File: src/rtl/apb_gpio_pkg.sv
package apb_gpio_pkg;
  localparam int unsigned DATA_W     = 32;
  localparam int unsigned MAX_PORTS  = 4;
  localparam int unsigned N_IRQ_REGS = 7;
  localparam int unsigned PORT_STRIDE = 12;
  localparam int unsigned EXT_BASE    = 'h50;
  localparam int unsigned EXT_STRIDE  = 4;

  typedef enum logic [2:0] {
    IRQ_ENABLE = 3'd0,
    IRQ_MASK   = 3'd1,
    IRQ_TYPE   = 3'd2,
    IRQ_POL    = 3'd3,
    IRQ_STATUS = 3'd4,
    IRQ_DEBNC  = 3'd5,
    IRQ_EOI    = 3'd6
  } irq_reg_e;

  function automatic logic [7:0] irq_offset(input int unsigned idx, input bit alt);
    case (idx)
      0:       return 8'h30;
      1:       return alt ? 8'h44 : 8'h34;
      2:       return alt ? 8'h34 : 8'h38;
      3:       return alt ? 8'h38 : 8'h3C;
      4:       return alt ? 8'h3C : 8'h40;
      5:       return 8'h48;
      default: return alt ? 8'h40 : 8'h4C;
    endcase
  endfunction

  function automatic logic [DATA_W-1:0] port_mask(input int unsigned w);
    if (w >= DATA_W) return '1;
    return (DATA_W'(1) << w) - DATA_W'(1);
  endfunction
endpackage

File: src/rtl/apb_gpio_dec.sv
module apb_gpio_dec
  import apb_gpio_pkg::*;
#(
  parameter int unsigned NUM_PORTS = 4,
  parameter int unsigned ADDR_W    = 8,
  parameter bit          ALT_MAP   = 1'b0
) (
  input  logic [ADDR_W-1:0]     addr_i,
  output logic [NUM_PORTS-1:0]  dr_hit_o,
  output logic [NUM_PORTS-1:0]  ddr_hit_o,
  output logic [NUM_PORTS-1:0]  ext_hit_o,
  output logic [N_IRQ_REGS-1:0] irq_hit_o
);
  for (genvar p = 0; p < NUM_PORTS; p++) begin : g_port
    assign dr_hit_o[p]  = (addr_i == ADDR_W'(PORT_STRIDE * p));
    assign ddr_hit_o[p] = (addr_i == ADDR_W'(PORT_STRIDE * p + 4));
    assign ext_hit_o[p] = (addr_i == ADDR_W'(EXT_BASE + EXT_STRIDE * p));
  end

  for (genvar r = 0; r < N_IRQ_REGS; r++) begin : g_irq
    assign irq_hit_o[r] = (addr_i == ADDR_W'(irq_offset(r, ALT_MAP)));
  end
endmodule

File: src/rtl/apb_gpio_port.sv
module apb_gpio_port
  import apb_gpio_pkg::*;
#(
  parameter int unsigned WIDTH = 32
) (
  input  logic              clk_i,
  input  logic              rst_ni,
  input  logic              dr_we_i,
  input  logic              ddr_we_i,
  input  logic [DATA_W-1:0] wdata_i,
  input  logic [DATA_W-1:0] pad_i,
  output logic [DATA_W-1:0] dr_o,
  output logic [DATA_W-1:0] ddr_o,
  output logic [DATA_W-1:0] ext_o
);
  localparam logic [DATA_W-1:0] MASK = port_mask(WIDTH);

  logic [DATA_W-1:0] dr_q, ddr_q, sync1_q, sync2_q;

  always_ff @(posedge clk_i or negedge rst_ni) begin
    if (!rst_ni) begin
      dr_q  <= '0;
      ddr_q <= '0;
    end else begin
      if (dr_we_i)  dr_q  <= wdata_i & MASK;
      if (ddr_we_i) ddr_q <= wdata_i & MASK;
    end
  end

  // two-stage synchronizer on the pin-level path
  always_ff @(posedge clk_i or negedge rst_ni) begin
    if (!rst_ni) begin
      sync1_q <= '0;
      sync2_q <= '0;
    end else begin
      sync1_q <= pad_i & MASK;
      sync2_q <= sync1_q;
    end
  end

  assign dr_o  = dr_q;
  assign ddr_o = ddr_q;
  assign ext_o = sync2_q;
endmodule

File: src/rtl/apb_gpio_bank.sv
module apb_gpio_bank
  import apb_gpio_pkg::*;
#(
  parameter int unsigned NUM_PORTS = 4,
  parameter int unsigned PORT_W [MAX_PORTS] = '{32, 32, 32, 32},
  parameter int unsigned ADDR_W    = 8,
  parameter bit          ALT_MAP   = 1'b0,
  localparam int unsigned PAD_W    = NUM_PORTS * DATA_W
) (
  input  logic                  pclk_i,
  input  logic                  rst_ni,
  input  logic                  psel_i,
  input  logic                  penable_i,
  input  logic                  pwrite_i,
  input  logic [ADDR_W-1:0]     paddr_i,
  input  logic [DATA_W-1:0]     pwdata_i,
  output logic [DATA_W-1:0]     prdata_o,
  output logic                  pready_o,
  output logic                  pslverr_o,
  input  logic [PAD_W-1:0]      pad_i,
  output logic [PAD_W-1:0]      pad_o,
  output logic [PAD_W-1:0]      pad_oe_o,
  output logic [N_IRQ_REGS-1:0] irq_sel_o,
  output logic                  irq_we_o,
  output logic [DATA_W-1:0]     irq_wdata_o,
  input  logic [DATA_W-1:0]     irq_rdata_i
);
  logic access, wr_access, rd_access;
  logic [NUM_PORTS-1:0]  dr_hit, ddr_hit, ext_hit;
  logic [N_IRQ_REGS-1:0] irq_hit;
  logic [DATA_W-1:0] dr_q  [NUM_PORTS];
  logic [DATA_W-1:0] ddr_q [NUM_PORTS];
  logic [DATA_W-1:0] ext_q [NUM_PORTS];
  logic [DATA_W-1:0] rdata;

  assign access    = psel_i & penable_i;
  assign wr_access = access & pwrite_i;
  assign rd_access = access & ~pwrite_i;

  apb_gpio_dec #(
    .NUM_PORTS(NUM_PORTS),
    .ADDR_W   (ADDR_W),
    .ALT_MAP  (ALT_MAP)
  ) u_dec (
    .addr_i   (paddr_i),
    .dr_hit_o (dr_hit),
    .ddr_hit_o(ddr_hit),
    .ext_hit_o(ext_hit),
    .irq_hit_o(irq_hit)
  );

  for (genvar p = 0; p < NUM_PORTS; p++) begin : g_port
    apb_gpio_port #(.WIDTH(PORT_W[p])) u_port (
      .clk_i   (pclk_i),
      .rst_ni  (rst_ni),
      .dr_we_i (wr_access & dr_hit[p]),
      .ddr_we_i(wr_access & ddr_hit[p]),
      .wdata_i (pwdata_i),
      .pad_i   (pad_i[p*DATA_W +: DATA_W]),
      .dr_o    (dr_q[p]),
      .ddr_o   (ddr_q[p]),
      .ext_o   (ext_q[p])
    );
    assign pad_o[p*DATA_W +: DATA_W]    = dr_q[p];
    assign pad_oe_o[p*DATA_W +: DATA_W] = ddr_q[p];
  end

  // hits are mutually exclusive, so an OR-mux suffices
  always_comb begin
    rdata = '0;
    for (int p = 0; p < NUM_PORTS; p++) begin
      if (dr_hit[p])  rdata = rdata | dr_q[p];
      if (ddr_hit[p]) rdata = rdata | ddr_q[p];
      if (ext_hit[p]) rdata = rdata | ext_q[p];
    end
    if (|irq_hit) rdata = rdata | irq_rdata_i;
  end

  assign prdata_o    = rd_access ? rdata : '0;
  assign pready_o    = 1'b1;
  assign pslverr_o   = 1'b0;
  assign irq_sel_o   = access ? irq_hit : '0;
  assign irq_we_o    = wr_access & (|irq_hit);
  assign irq_wdata_o = pwdata_i;
endmodule

File: config.mk
export PLATFORM = sky130hd
export DESIGN_NAME = apb_gpio_bank
export DESIGN_NICKNAME = d
export VERILOG_FILES = /design/src/rtl/apb_gpio_pkg.sv /design/src/rtl/apb_gpio_dec.sv /design/src/rtl/apb_gpio_port.sv /design/src/rtl/apb_gpio_bank.sv
export SDC_FILE = /design/constraint.sdc
export NUM_CORES = 1
export LEC_CHECK = 0
export BUFFER_PORTS_ARGS = -buffer_cell sky130_fd_sc_hd__buf_2
export CELL_PAD_IN_SITES_DETAIL_PLACEMENT = 1
export CELL_PAD_IN_SITES_GLOBAL_PLACEMENT = 2
export CORE_MARGIN = 2
export CORE_UTILIZATION = 32
export DETAILED_ROUTE_END_ITERATION = 12
export PLACE_DENSITY = 0.73
export SLEW_MARGIN = 25
export SYNTH_ARGS = -nofsm -noshare
export SYNTH_HDL_FRONTEND = slang
export SYNTH_SLANG_ARGS = --single-unit
export TNS_END_PERCENT = 20
File: constraint.sdc
create_clock -name pclk_i -period 1.5 [get_ports pclk_i]
set_input_delay 0.075 -clock pclk_i [delete_from_list [all_inputs] [get_ports pclk_i]]
set_output_delay 0.075 -clock pclk_i [all_outputs]
set_load 0.01 [all_outputs]
=== Word level (Yosys, flattened, before mapping) ===
Cells that the tools add are included.

* Equal/unequal tests: 18
* Mux-type cells: 15
* Bitwise logic cells: 25
* Reductions and logical operators: 2

{| class="wikitable"
|+ Operators by type and width
! cell !! count
|-
| $mux W32 || 14
|-
| $or A32 B32 Y32 || 12
|-
| $eq A8 B7 Y1 const B || 7
|-
| $eq A8 B6 Y1 const B || 6
|-
| $eq A8 B5 Y1 const B || 3
|-
| $and A1 B1 Y1 || 12
|-
| $eq A8 B3 Y1 const B || 1
|-
| $eq A8 B4 Y1 const B || 1
|-
| $logic_not A8 Y1 || 1
|-
| $mux W7 || 1
|-
| $reduce_or A7 Y1 || 1
|-
| $not A1 Y1 || 1
|}

* Input bits: 205
* Output and inout port bits: 330
* Register bits: 512
* Logic and storage cells: 76

=== Longest topological paths before layout ===
* Word-level depth: 27
* Mapped depth: 8
* Depth with buffers taken out: 5

=== Cells and area by module ===
From an unflattened synthesis, not the netlist that was laid out.

* Cell total of the unflattened synthesis: 1193
* Area, all modules: 20081.8 sq um

{| class="wikitable"
|+ Modules (own cells, without submodules)
! module !! cells an instance !! instances !! area an instance (sq um) !! sequential area each (sq um)
|-
| apb_gpio_port || 200 || 4 || 4291.6 || 3203.1
|-
| apb_gpio_bank || 364 || 1 || 2730.1 || 0.0
|-
| apb_gpio_dec || 29 || 1 || 185.2 || 0.0
|}

=== Worst setup path before layout ===
OpenSTA, ideal clock, no wires.

* Path type: input to register
* From: input port paddr_i[1]
* To: register g_port[1].u_port.ddr_q[10]
* Path buffers: 2
* Data required time: 1.375 ns
* Slack: -0.134 ns
* Stages on the path: 6
* Data arrival time: 1.509 ns
* Cell sequence: buf_2 nor3_2 nand2b_1 nor3_4 buf_6 mux2_2

* Longest elaborated chain between the ends: 2

{| class="wikitable"
|+ RTL lines
! element !! line !! source
|-
| from (decl) || apb_gpio_bank.sv:15 || <nowiki>input logic [ADDR_W-1:0] paddr_i,</nowiki>
|-
| $eq A8 B5 Y1 || apb_gpio_dec.sv:16 || <nowiki>assign ddr_hit_o[p] = (addr_i == ADDR_W'(PORT_STRIDE * p + 4));</nowiki>
|-
| $and A1 B1 Y1 || apb_gpio_bank.sv:57 || <nowiki>.ddr_we_i(wr_access & ddr_hit[p]),</nowiki>
|-
| to (signal assigned) || apb_gpio_port.sv:26 || <nowiki>if (ddr_we_i) ddr_q <= wdata_i & MASK;</nowiki>
|-
| to (decl) || apb_gpio_port.sv:18 || <nowiki>logic [DATA_W-1:0] dr_q, ddr_q, sync1_q, sync2_q;</nowiki>
|}

Every way passes these cells.
A chain may end at the register's enable or synchronous reset.

=== Worst setup path after layout ===
* From: register g_port[1].u_port.ddr_q[9]
* To: output port prdata_o[9]

* Longest elaborated chain between the ends: 19

{| class="wikitable"
|+ RTL lines
! element !! line !! source
|-
| $or A32 B32 Y32 (*) || apb_gpio_bank.sv:73 || <nowiki>if (ddr_hit[p]) rdata = rdata | ddr_q[p];</nowiki>
|-
| $mux W32 (*) || apb_gpio_bank.sv:73 ||
|-
| $or A32 B32 Y32 || apb_gpio_bank.sv:74 || <nowiki>if (ext_hit[p]) rdata = rdata | ext_q[p];</nowiki>
|-
| $mux W32 (*) || apb_gpio_bank.sv:74 ||
|-
| $or A32 B32 Y32 || apb_gpio_bank.sv:72 || <nowiki>if (dr_hit[p]) rdata = rdata | dr_q[p];</nowiki>
|-
| $mux W32 (*) || apb_gpio_bank.sv:72 ||
|-
| $or A32 B32 Y32 || apb_gpio_bank.sv:73 ||
|-
| $mux W32 (*) || apb_gpio_bank.sv:73 ||
|-
| [... 3 more ...] || n/a ||
|-
| $mux W32 (*) || apb_gpio_bank.sv:72 ||
|-
| $or A32 B32 Y32 || apb_gpio_bank.sv:73 ||
|-
| $mux W32 (*) || apb_gpio_bank.sv:73 ||
|-
| $or A32 B32 Y32 || apb_gpio_bank.sv:74 ||
|-
| $mux W32 (*) || apb_gpio_bank.sv:74 ||
|-
| $or A32 B32 Y32 || apb_gpio_bank.sv:76 || <nowiki>if (|irq_hit) rdata = rdata | irq_rdata_i;</nowiki>
|-
| $mux W32 (*) || apb_gpio_bank.sv:76 ||
|-
| $mux W32 (*) || apb_gpio_bank.sv:79 || <nowiki>assign prdata_o = rd_access ? rdata : '0;</nowiki>
|-
| to (decl) || apb_gpio_bank.sv:17 || <nowiki>output logic [DATA_W-1:0] prdata_o,</nowiki>
|}

Every way passes the cells marked *; elsewhere a longest branch is shown, timed or not.

==> out/results.ini <==
[status]
status=finished, violations left
violations=negative setup slack

[synth]
postSynth.asyncResetShare_pct=100
synth_cells=1360
yosys-top-cells-area=dfrtp_1 64%, mux2_2 14%, a22o_1 2.6%, mux2i_1 2.6%, buf_4 2.1%
yosysTopAreaCell=dfrtp_1
ys_warn_count=0
syn-num-nets=1565
synth_edf_count=0
synth.top_cell.area_share_pct=64.1
synth_seq_area_share_pct=64.1
syn_area_sq_um=20000
synth-seq-cells=512
yosys_most_used_dff=dfrtp_1
synth_cell_type_count=56
syn_avg_cell_area_sq_um=14.7

[clocking]
ctsLongestPathBuffers=3
clkTransAtPathRegs_ns=0.06
cts_htree_levels=2
cts_tree=built
cts_sinks=512
cts_buffers=57
clk_latency_ns=0.62
cts-root-buf=clkbuf_16

[timing]
rsz0062_at_grt=yes
setup_tns_ns=-19.64
slew_viol_final=0
setup-violations-final=33
hold_viol=0
fin_ws_ns=-0.773
fin_skew_ns=0.0157
clock.fmax_mhz=440
holdWs_ns=0.0897
fin_crit_sh_pct=152
min_period_ns=2.27

[placement]
post-dp-hpwl_um=59700
globalplace.congestion=0.860
numPortBuffers=532
placed_area_sq_um=25300
dp_cells=2829
post-place-ws_ns=-0.584

[floorplan]
initial_core_util_pct=32.4
placementRows=91
dieArea_sq_um=64400
core_area_sq_um=61700
die_x_um=254
io_pins=535
die_h_um=254

[routing]
via_per_inst=5.06
routed_wl_um=84100
antenna_left=0
remaining_drc_errors=0
drtIter0Drc=973
first_pass_iters=5
via_count=15700
wl_per_cell_um=27.1

[worst_setup_path]
max_stage_delay_ns=0.39
cpMaxStageDelayCell=dfrtp_1
start_kind=flip-flop
path_delay_family=compound AO/OA/AOI/OAI gates
path_max_fanout=2
endpoint_kind=primary output
crit_arrival_ns=2.20
path_class=flip-flop to primary output
crit_required_ns=1.42
crit_chain=mux2_2 -> a22o_1 -> a222oi_1 -> a31oi_1 -> buf_2
critical_path_buf_inv_count=1

[layout]
fillers=6449
final_nets=2421
instances_no_fill=3102
final_cell_mix=528 x buf_2, 511 x dfrtp_1, 250 x mux2_2
area_delta_synth_final_pct=45.9
design_area_sq_um=29100
layout_commonest_cell=buf_2
drive_above_1_share_pct=51.8

[grt]
antenna_found_initial=7
grt_pass1_wl_um=119000
grt_max_degree=66
grt_pass1_vias=17300
grt_usage_pct=25.8
grt-ovfl-total=0

[power]
p_per_area_nw_per_um2=1090
vdd_drop_max_v=0.000860
power_leakage_nw=14.6

[run]
cap_violations=0

[worst_hold_path]
worst_hold_path_type=input pin to flip-flop

worst register-to-register path, stage by stage, from the launching register on:
cell	delay, ns
dfrtp_1	0.39
buf_4	0.13
buf_4	0.13
buf_6	0.11
mux2_2	0.26
cells in the mapped netlist, drive strengths merged, types with 11 or more instances:
cell / count
dfrtp: 512
mux2: 286
buf: 97
a22o: 60
nand2: 55
mux2i: 51
nor2: 48
a22oi: 45
a31oi: 32
clkbuf: 20
a21oi: 19
o21ai: 19
o22ai: 19
a222oi: 13
a221oi: 12
nor3: 12
a211oi: 11
final timing paths:
check | startpoint | endpoint | slack (ns) | depth (start not counted)
setup / recovery | g_port[1].u_port.ddr_o[9]$_DFFE_PN0P_ | prdata_o[9] | -0.77 | 5
hold reg to reg | g_port[1].u_port.sync1_q[19]$_DFF_PN0_ | g_port[1].u_port.ext_o[19]$_DFF_PN0_ | 0.35 | 0
hold / removal | pad_i[2] | g_port[0].u_port.sync1_q[2]$_DFF_PN0_ | 0.09 | 2
max in group asynchronous | rst_ni | g_port[3].u_port.dr_o[22]$_DFFE_PN0P_ | 0.70 | 3
setup reg to reg | g_port[1].u_port.ddr_o[9]$_DFFE_PN0P_ | g_port[1].u_port.ddr_o[9]$_DFFE_PN0P_ | 0.37 | 4
min in group asynchronous | rst_ni | g_port[2].u_port.dr_o[31]$_DFFE_PN0P_ | 0.12 | 3
metal layers:
metal / vias up / track usage (%) / share of wire (%) / wire, um
met5: - / 0 / 0.032 / 27
met4: 4 / 10.1 / 3.8 / 3230
met3: 177 / 4.49 / 5.8 / 4870
met2: 611 / 44.0 / 50 / 42100
met1: 8230 / 32.6 / 40 / 33800
li1: 6675 / - / - / -
flip-flops by register name (all words and copies together), names as in the netlist:
name / cells
g_port.u_port.ddr_o: 128
g_port.u_port.dr_o: 128
g_port.u_port.ext_o: 128
g_port.u_port.sync1_q: 128
through the flow:
step           util [%]  power [mW]
6_report           47.2        31.8
5_1_grt            47.2        32.8
3_3_place_gp       41.0        16.8
4_1_cts            47.1        32.1
2_1_floorplan         -        15.3
3_5_place_dp       41.0        16.8
kinds of logic after synthesis:
logic type / after synthesis / share of synthesized area [%]
multiplexers: 337 / 18.7
other: 2 / 0.0376
AND/OR/NAND/NOR: 151 / 4.49
AO/OA/AOI/OAI: 239 / 8.85
flip-flops: 512 / 64.1
buffers and inverters: 119 / 3.81
report_power, final:
group / switching (mW) / total, mW / internal (mW)
combinational: 1.34 / 2.49 / 1.15
sequential: 0.209 / 14.5 / 14.3
clock: 5.86 / 14.9 / 9.00
total: 7.42 / 31.8 / 24.4
area by class of cell:
type                       count  area [sq um]  area share [%]
multi-input combinational    729          6670            22.9
inverter                       2          7.51          0.0258
clock inverter                23           347            1.19
sequential                   512         12800            44.0
antenna                        4          10.0          0.0343
tap                          837          1050            3.59
clock buffer                  81          1650            5.65
timing repair buffer         914          6600            22.7
timing repair:
| action | in CTS | in global routing |
|---|---|---|
| setup buffers | 2 | 1 |
| resized for setup | 31 | 16 |
| hold endpoints to repair | 896 | 0 |
| pin swaps | 21 | 11 |
| hold buffers | 162 | 0 |
| endpoints found under the setup margin | 36 | 38 |
(Power assumes the default switching activity.)
